### src/rtl/intc_pkg.sv
package intc_pkg;

  localparam int FIQ_SEL_W   = 7;
  localparam int FIQ_EN_BIT  = 7;
  localparam int NUM_MIRROR  = 11;

  typedef enum logic [3:0] {
    REG_SUMMARY,
    REG_PEND_LO,
    REG_PEND_HI,
    REG_FIQ_CTL,
    REG_SET_LO,
    REG_SET_HI,
    REG_SET_LOC,
    REG_CLR_LO,
    REG_CLR_HI,
    REG_CLR_LOC,
    REG_NONE
  } reg_sel_e;

  function automatic reg_sel_e decode_addr(input logic [31:0] a);
    case (a)
      32'h00:  return REG_SUMMARY;
      32'h04:  return REG_PEND_LO;
      32'h08:  return REG_PEND_HI;
      32'h0C:  return REG_FIQ_CTL;
      32'h10:  return REG_SET_LO;
      32'h14:  return REG_SET_HI;
      32'h18:  return REG_SET_LOC;
      32'h1C:  return REG_CLR_LO;
      32'h20:  return REG_CLR_HI;
      32'h24:  return REG_CLR_LOC;
      default: return REG_NONE;
    endcase
  endfunction

  // Peripheral line mirrored into summary slot k (slot order is fixed).
  function automatic int mirror_line(input int k);
    case (k)
      0:       return 7;
      1:       return 9;
      2:       return 10;
      3:       return 18;
      4:       return 19;
      5:       return 53;
      6:       return 54;
      7:       return 55;
      8:       return 56;
      9:       return 57;
      default: return 62;
    endcase
  endfunction

endpackage

### src/rtl/intc_mask_bank.sv
module intc_mask_bank #(
  parameter int W = 32
) (
  input  logic         clk,
  input  logic         rst_n,
  input  logic         set_we,
  input  logic         clr_we,
  input  logic [W-1:0] wdata_i,
  output logic [W-1:0] mask_o
);

  logic [W-1:0] mask_q;

  always_ff @(posedge clk or negedge rst_n) begin
    if (!rst_n)      mask_q <= '0;
    else if (set_we) mask_q <= mask_q | wdata_i;
    else if (clr_we) mask_q <= mask_q & ~wdata_i;
  end

  assign mask_o = mask_q;

endmodule

### src/rtl/intc_fiq_route.sv
module intc_fiq_route
  import intc_pkg::*;
#(
  parameter int NUM_PER = 64,
  parameter int NUM_LOC = 8
) (
  input  logic                 clk,
  input  logic                 rst_n,
  input  logic                 ctl_we,
  input  logic [7:0]           ctl_wdata_i,
  input  logic [NUM_PER-1:0]   per_lvl_i,
  input  logic [NUM_LOC-1:0]   loc_lvl_i,
  output logic                 fiq_en_o,
  output logic [FIQ_SEL_W-1:0] fiq_sel_o,
  output logic                 fiq_hit_o
);

  localparam int SRC_N = NUM_PER + NUM_LOC;

  logic                 en_q;
  logic [FIQ_SEL_W-1:0] sel_q;
  logic [SRC_N-1:0]     src;

  always_ff @(posedge clk or negedge rst_n) begin
    if (!rst_n) begin
      en_q  <= 1'b0;
      sel_q <= '0;
    end else if (ctl_we) begin
      en_q  <= ctl_wdata_i[FIQ_EN_BIT];
      sel_q <= ctl_wdata_i[FIQ_SEL_W-1:0];
    end
  end

  // Local lines sit directly above the peripheral lines.
  assign src = {loc_lvl_i, per_lvl_i};

  always_comb begin
    fiq_hit_o = 1'b0;
    if (en_q && (int'(sel_q) < SRC_N))
      fiq_hit_o = src[sel_q];
  end

  assign fiq_en_o  = en_q;
  assign fiq_sel_o = sel_q;

endmodule

### src/rtl/intc_status.sv
module intc_status
  import intc_pkg::*;
#(
  parameter int NUM_PER = 64,
  parameter int NUM_LOC = 8,
  parameter int DATA_W  = 32
) (
  input  logic [NUM_PER-1:0]   per_lvl_i,
  input  logic [NUM_LOC-1:0]   loc_lvl_i,
  input  logic [NUM_PER-1:0]   en_per_i,
  input  logic [NUM_LOC-1:0]   en_loc_i,
  input  logic                 fiq_en_i,
  input  logic [FIQ_SEL_W-1:0] fiq_sel_i,
  input  reg_sel_e             sel_i,
  output logic [DATA_W-1:0]    rdata_o,
  output logic                 any_pend_o
);

  localparam int SUM_W = NUM_LOC + 2 + NUM_MIRROR;

  logic [NUM_PER-1:0] pend_per;
  logic [NUM_LOC-1:0] pend_loc;
  logic [SUM_W-1:0]   summary;
  logic [DATA_W-1:0]  loc_word;
  logic [DATA_W-1:0]  fiq_word;

  assign pend_per = per_lvl_i & en_per_i;
  assign pend_loc = loc_lvl_i & en_loc_i;

  assign summary[NUM_LOC-1:0] = pend_loc;
  assign summary[NUM_LOC]     = |pend_per[DATA_W-1:0];
  assign summary[NUM_LOC+1]   = |pend_per[NUM_PER-1:DATA_W];

  for (genvar k = 0; k < NUM_MIRROR; k++) begin : g_mirror
    assign summary[NUM_LOC+2+k] = pend_per[mirror_line(k)];
  end

  assign loc_word = {{(DATA_W-NUM_LOC){1'b0}}, en_loc_i};
  assign fiq_word = {{(DATA_W-FIQ_SEL_W-1){1'b0}}, fiq_en_i, fiq_sel_i};

  always_comb begin
    case (sel_i)
      REG_SUMMARY: rdata_o = {{(DATA_W-SUM_W){1'b0}}, summary};
      REG_PEND_LO: rdata_o = pend_per[DATA_W-1:0];
      REG_PEND_HI: rdata_o = pend_per[NUM_PER-1:DATA_W];
      REG_FIQ_CTL: rdata_o = fiq_word;
      REG_SET_LO:  rdata_o = en_per_i[DATA_W-1:0];
      REG_SET_HI:  rdata_o = en_per_i[NUM_PER-1:DATA_W];
      REG_SET_LOC: rdata_o = loc_word;
      REG_CLR_LO:  rdata_o = ~en_per_i[DATA_W-1:0];
      REG_CLR_HI:  rdata_o = ~en_per_i[NUM_PER-1:DATA_W];
      REG_CLR_LOC: rdata_o = ~loc_word;
      default:     rdata_o = '0;
    endcase
  end

  assign any_pend_o = (|pend_per) | (|pend_loc);

endmodule

### src/rtl/dual_bank_intc.sv
module dual_bank_intc
  import intc_pkg::*;
#(
  parameter int NUM_PER = 64,
  parameter int NUM_LOC = 8,
  parameter int ADDR_W  = 8,
  parameter int DATA_W  = 32
) (
  input  logic               clk,
  input  logic               rst_n,
  input  logic [NUM_PER-1:0] per_lvl_i,
  input  logic [NUM_LOC-1:0] loc_lvl_i,
  input  logic               bus_valid_i,
  input  logic               bus_write_i,
  input  logic [ADDR_W-1:0]  bus_addr_i,
  input  logic [DATA_W-1:0]  bus_wdata_i,
  output logic               bus_rsp_o,
  output logic [DATA_W-1:0]  bus_rdata_o,
  output logic               irq_o,
  output logic               fiq_o
);

  localparam int NUM_BANKS = NUM_PER / DATA_W;

  reg_sel_e             sel;
  logic                 wr_acc;
  logic                 rd_acc;
  logic [NUM_PER-1:0]   en_per;
  logic [NUM_LOC-1:0]   en_loc;
  logic                 fiq_en;
  logic [FIQ_SEL_W-1:0] fiq_sel;
  logic                 fiq_hit;
  logic                 any_pend;
  logic [DATA_W-1:0]    rdata_c;

  logic                 irq_q;
  logic                 fiq_q;
  logic                 rsp_q;
  logic [DATA_W-1:0]    rdata_q;

  assign sel    = decode_addr(32'(bus_addr_i));
  assign wr_acc = bus_valid_i & bus_write_i;
  assign rd_acc = bus_valid_i & ~bus_write_i;

  for (genvar g = 0; g < NUM_BANKS; g++) begin : g_bank
    logic set_we;
    logic clr_we;
    if (g == 0) begin : g_lo
      assign set_we = wr_acc && (sel == REG_SET_LO);
      assign clr_we = wr_acc && (sel == REG_CLR_LO);
    end else begin : g_hi
      assign set_we = wr_acc && (sel == REG_SET_HI);
      assign clr_we = wr_acc && (sel == REG_CLR_HI);
    end
    intc_mask_bank #(.W(DATA_W)) u_bank (
      .clk     (clk),
      .rst_n   (rst_n),
      .set_we  (set_we),
      .clr_we  (clr_we),
      .wdata_i (bus_wdata_i),
      .mask_o  (en_per[g*DATA_W +: DATA_W])
    );
  end

  intc_mask_bank #(.W(NUM_LOC)) u_loc_bank (
    .clk     (clk),
    .rst_n   (rst_n),
    .set_we  (wr_acc && (sel == REG_SET_LOC)),
    .clr_we  (wr_acc && (sel == REG_CLR_LOC)),
    .wdata_i (bus_wdata_i[NUM_LOC-1:0]),
    .mask_o  (en_loc)
  );

  intc_fiq_route #(.NUM_PER(NUM_PER), .NUM_LOC(NUM_LOC)) u_fiq (
    .clk         (clk),
    .rst_n       (rst_n),
    .ctl_we      (wr_acc && (sel == REG_FIQ_CTL)),
    .ctl_wdata_i (bus_wdata_i[7:0]),
    .per_lvl_i   (per_lvl_i),
    .loc_lvl_i   (loc_lvl_i),
    .fiq_en_o    (fiq_en),
    .fiq_sel_o   (fiq_sel),
    .fiq_hit_o   (fiq_hit)
  );

  intc_status #(.NUM_PER(NUM_PER), .NUM_LOC(NUM_LOC), .DATA_W(DATA_W)) u_status (
    .per_lvl_i  (per_lvl_i),
    .loc_lvl_i  (loc_lvl_i),
    .en_per_i   (en_per),
    .en_loc_i   (en_loc),
    .fiq_en_i   (fiq_en),
    .fiq_sel_i  (fiq_sel),
    .sel_i      (sel),
    .rdata_o    (rdata_c),
    .any_pend_o (any_pend)
  );

  always_ff @(posedge clk or negedge rst_n) begin
    if (!rst_n) begin
      irq_q   <= 1'b0;
      fiq_q   <= 1'b0;
      rsp_q   <= 1'b0;
      rdata_q <= '0;
    end else begin
      irq_q   <= any_pend;
      fiq_q   <= fiq_hit;
      rsp_q   <= rd_acc;
      rdata_q <= rd_acc ? rdata_c : '0;
    end
  end

  assign irq_o       = irq_q;
  assign fiq_o       = fiq_q;
  assign bus_rsp_o   = rsp_q;
  assign bus_rdata_o = rdata_q;

endmodule

### config.mk
export PLATFORM = sky130hd
export DESIGN_NAME = dual_bank_intc
export DESIGN_NICKNAME = d
export VERILOG_FILES = /design/src/rtl/intc_pkg.sv /design/src/rtl/intc_mask_bank.sv /design/src/rtl/intc_fiq_route.sv /design/src/rtl/intc_status.sv /design/src/rtl/dual_bank_intc.sv
export SDC_FILE = /design/constraint.sdc
export NUM_CORES = 1
export LEC_CHECK = 0
export BUFFER_PORTS_ARGS = -buffer_cell sky130_fd_sc_hd__clkbuf_2
export CORE_AREA = 2 2 117 119
export DETAILED_ROUTE_END_ITERATION = 12
export DIE_AREA = 0 0 119 121
export GPL_ROUTABILITY_DRIVEN = 0
export PLACE_DENSITY = 0.8
export SYNTH_ARGS = -nofsm -noshare
export SYNTH_HDL_FRONTEND = slang
export SYNTH_HIERARCHICAL = 1
export SYNTH_SLANG_ARGS = --single-unit
export TNS_END_PERCENT = 30
### constraint.sdc
create_clock -name clk -period 2.5 [get_ports clk]
set_input_delay 0.25 -clock clk [delete_from_list [all_inputs] [get_ports clk]]
set_output_delay 0.25 -clock clk [all_outputs]
set_load 0.05 [all_outputs]
==> impl_metrics.json <==
{
  "async_reset_ff_frac": 1.00,
  "status": "finished, violations left",
  "crit_arrival_ns": 2.84,
  "drive_above_1_share": 0.316,
  "setup_violations": 1,
  "finalPower_uw": 4820,
  "worstHoldPathType": "in2reg",
  "vias": 8090,
  "grt_busiest_layer": "met2",
  "violations": "setup timing",
  "use_met2": 0.557,
  "initial_core_util": 0.549,
  "hold_viol_final": 0,
  "post-place-ws_ns": -0.163,
  "path_max_fanout": 13,
  "worst-path-buf-inv": 1,
  "synth_area_mm2": 0.00719,
  "finalCriticalPeriod_ns": 2.54,
  "p_per_area_mw_per_mm2": 516,
  "utilization": 0.714,
  "portBuffers": 150,
  "slowest_delay_ns": 0.86,
  "cp-end-kind": "register",
  "die_height_um": 121,
  "cts_max_level": 4,
  "startpoint_type": "register",
  "fin_crit_sh": 1.01,
  "final_cell_mix": "clkbuf_2 (149), nand2_1 (136), dfrtp_1 (115)",
  "slew_violations": 0,
  "synth-edff-count": 0,
  "leakage_uw": 0.00434,
  "final_common_cell": "clkbuf_2",
  "n_antenna_cell": 0,
  "ys_warn_count": 6,
  "fin_worst_skew_ns": 0.00815,
  "crit_top_cell": "a211oi_1",
  "tns_ns": -0.0356,
  "peakVddDrop_mv": 0.478,
  "post_drt_wl_per_cell_um": 23.4,
  "drc_errors": 0,
  "stdcell_area_mm2": 0.00934,
  "cts.sinks": 115,
  "drv_cap": 0,
  "clk_pin_slew_ns": 0.06,
  "drt_iter0_drc": 1633,
  "rows": 42,
  "synth_nets": 899,
  "wirelength_um": 27700,
  "worstMarginPinSlew_ns": 0.797,
  "grt_pass1_vias": 7595,
  "grt.overflow.total": 0,
  "dr.pass1.iters": 9,
  "cts_buffers": 17,
  "syn2layout_area_growth_pct": 29.9,
  "die_x_um": 119,
  "clk_path_buf_depth": 2,
  "ys_ff_latch": 115,
  "worstHoldStart": "bus_wdata_i[29]",
  "vias_per_cell": 6.86,
  "clk_latency_ns": 0.43,
  "rsz0062_at_grt": "no",
  "grt_pass1_wl_um": 42100,
  "use_met3": 0.124,
  "ys.flop_type": "dfrtp_1",
  "r2r_slack_ns": -0.04,
  "postRouteAntennaNets": 0,
  "placed_area_mm2": 0.00878,
  "met1_usage": 0.521,
  "die-area_mm2": 0.0144,
  "ff2ff_path_depth": 5,
  "yosysUniqueCellTypes": 62,
  "max_freq_ghz": 0.394,
  "nFillCells": 972,
  "clockRootBuffer": "clkbuf_16",
  "worstPathRequired_ns": 2.80,
  "grt_max_degree": 51,
  "avgSynthCellArea_um2": 9.18,
  "cts_tree": "done",
  "cts_setup_buffers": 0,
  "r2r-end": "fiq_o",
  "pin_count": 151,
  "antenna_found_initial": 0,
  "worstPathCellList": "mux4_2 > inv_1 > a2111oi_0 > a211oi_1 > a211oi_1",
  "crit_family": "compound AO/OA/AOI/OAI gates",
  "crit_type": "reg2reg",
  "seq_area_frac_synth": 0.400,
  "setup_ws_ns": -0.0356,
  "r2r_start": "u_fiq/fiq_sel_o[2]",
  "place_hpwl_um": 20300,
  "crit_slowest_cell": "dfrtp_1",
  "grt_usage": 0.386,
  "max-slew-margin-rel": 0.469,
  "final_nets": 1107,
  "holdPathStages": 2,
  "synthCells": 783,
  "core_area_mm2": 0.0131
}
[worst max-delay path by stage]
stage / startpoint / to / slack, ns / cells after the start
after detailed placement: bus_addr_i[1] / bus_rdata_o[9] / -0.16 / 12
after CTS: register / irq_o / 0.10 / 5
after global placement: bus_addr_i[1] / bus_rdata_o[9] / -0.15 / 12
final: u_fiq/fiq_sel_o[2] / fiq_o / -0.04 / 5
after floorplan: bus_addr_i[1] / bus_rdata_o[0] / -0.04 / 11
after global routing: register / irq_o / 0.02 / 5
[cells by family after synthesis]
| logic type | after synthesis | share of synthesized area |
|---|---|---|
| AO/OA/AOI/OAI | 291 | 0.292 |
| buffers and inverters | 66 | 0.0479 |
| flip-flops | 115 | 0.400 |
| multiplexers | 30 | 0.0675 |
| AND/OR/NAND/NOR | 281 | 0.192 |
[repair_timing]
item / 4_1_cts / 5_1_grt
hold buffers: 1 / 0
gates resized for setup: 0 / 0
endpoints found under the hold margin: 47 / 0
[routing by layer]
| layer | part of all wire | vias up |
|---|---|---|
| met4 | 0.060 | 2 |
| met1 | 0.37 | 3662 |
| met5 | 0.0011 | - |
| li1 | - | 3413 |
| met3 | 0.16 | 180 |
| met2 | 0.41 | 833 |
[power breakdown]
group / total [µW] / switching (µW) / internal (µW)
clock network: 2260 / 853 / 1400
registers: 1970 / 58.9 / 1910
logic: 597 / 359 / 238
[worst reg2reg max path, delay by kind of cell (launching register included)]
family | cells | cell delay, ns
flip-flops | 1 | 0.86
buffers and inverters | 1 | 0.05
multiplexers | 1 | 0.36
AO/OA/AOI/OAI | 3 | 1.16
[through the flow]
step           hold slack [ns]  instances
5_1_grt                 0.0992       1180
2_1_floorplan          -0.0456        783
3_5_place_dp             0.325       1147
6_report                0.0913       1180
3_3_place_gp             0.320       1147
4_1_cts                 0.0854       1180
[synthesized netlist by cell type, types with 7 or more instances]
| master | count | share of area |
|---|---|---|
| nand2_1 | 136 | 0.071 |
| dfrtp_1 | 115 | 0.40 |
| a22o_1 | 76 | 0.093 |
| a21oi_1 | 69 | 0.048 |
| and2_1 | 36 | 0.031 |
| clkbuf_1 | 33 | 0.017 |
| o21ai_0 | 27 | 0.019 |
| nor2_1 | 24 | 0.013 |
| nand3_1 | 19 | 0.013 |
| a22oi_1 | 14 | 0.015 |
| o22ai_1 | 14 | 0.012 |
| a31oi_1 | 12 | 0.010 |
| nor2b_1 | 12 | 0.010 |
| mux2i_1 | 11 | 0.015 |
| a211o_1 | 10 | 0.012 |
| buf_2 | 10 | 0.0070 |
| nand4_1 | 10 | 0.0087 |
| inv_1 | 9 | 0.0047 |
| mux4_2 | 9 | 0.028 |
| o221ai_1 | 9 | 0.011 |
| a211oi_1 | 8 | 0.0084 |
| a221oi_1 | 8 | 0.0097 |
| buf_6 | 8 | 0.013 |
| a21o_1 | 7 | 0.0073 |
| o211ai_1 | 7 | 0.0073 |
[cell type report]
type | count | area [µm²] | share of cell area
flip-flops and latches | 115 | 2880 | 0.308
clock buffers | 22 | 464 | 0.0497
repair buffers | 246 | 1590 | 0.170
multi-input cells | 602 | 4070 | 0.436
well taps | 176 | 220 | 0.0236
clock inverters | 10 | 83.8 | 0.00898
inverters | 9 | 33.8 | 0.00362
No activity file was read; power rests on OpenSTA's default activity.
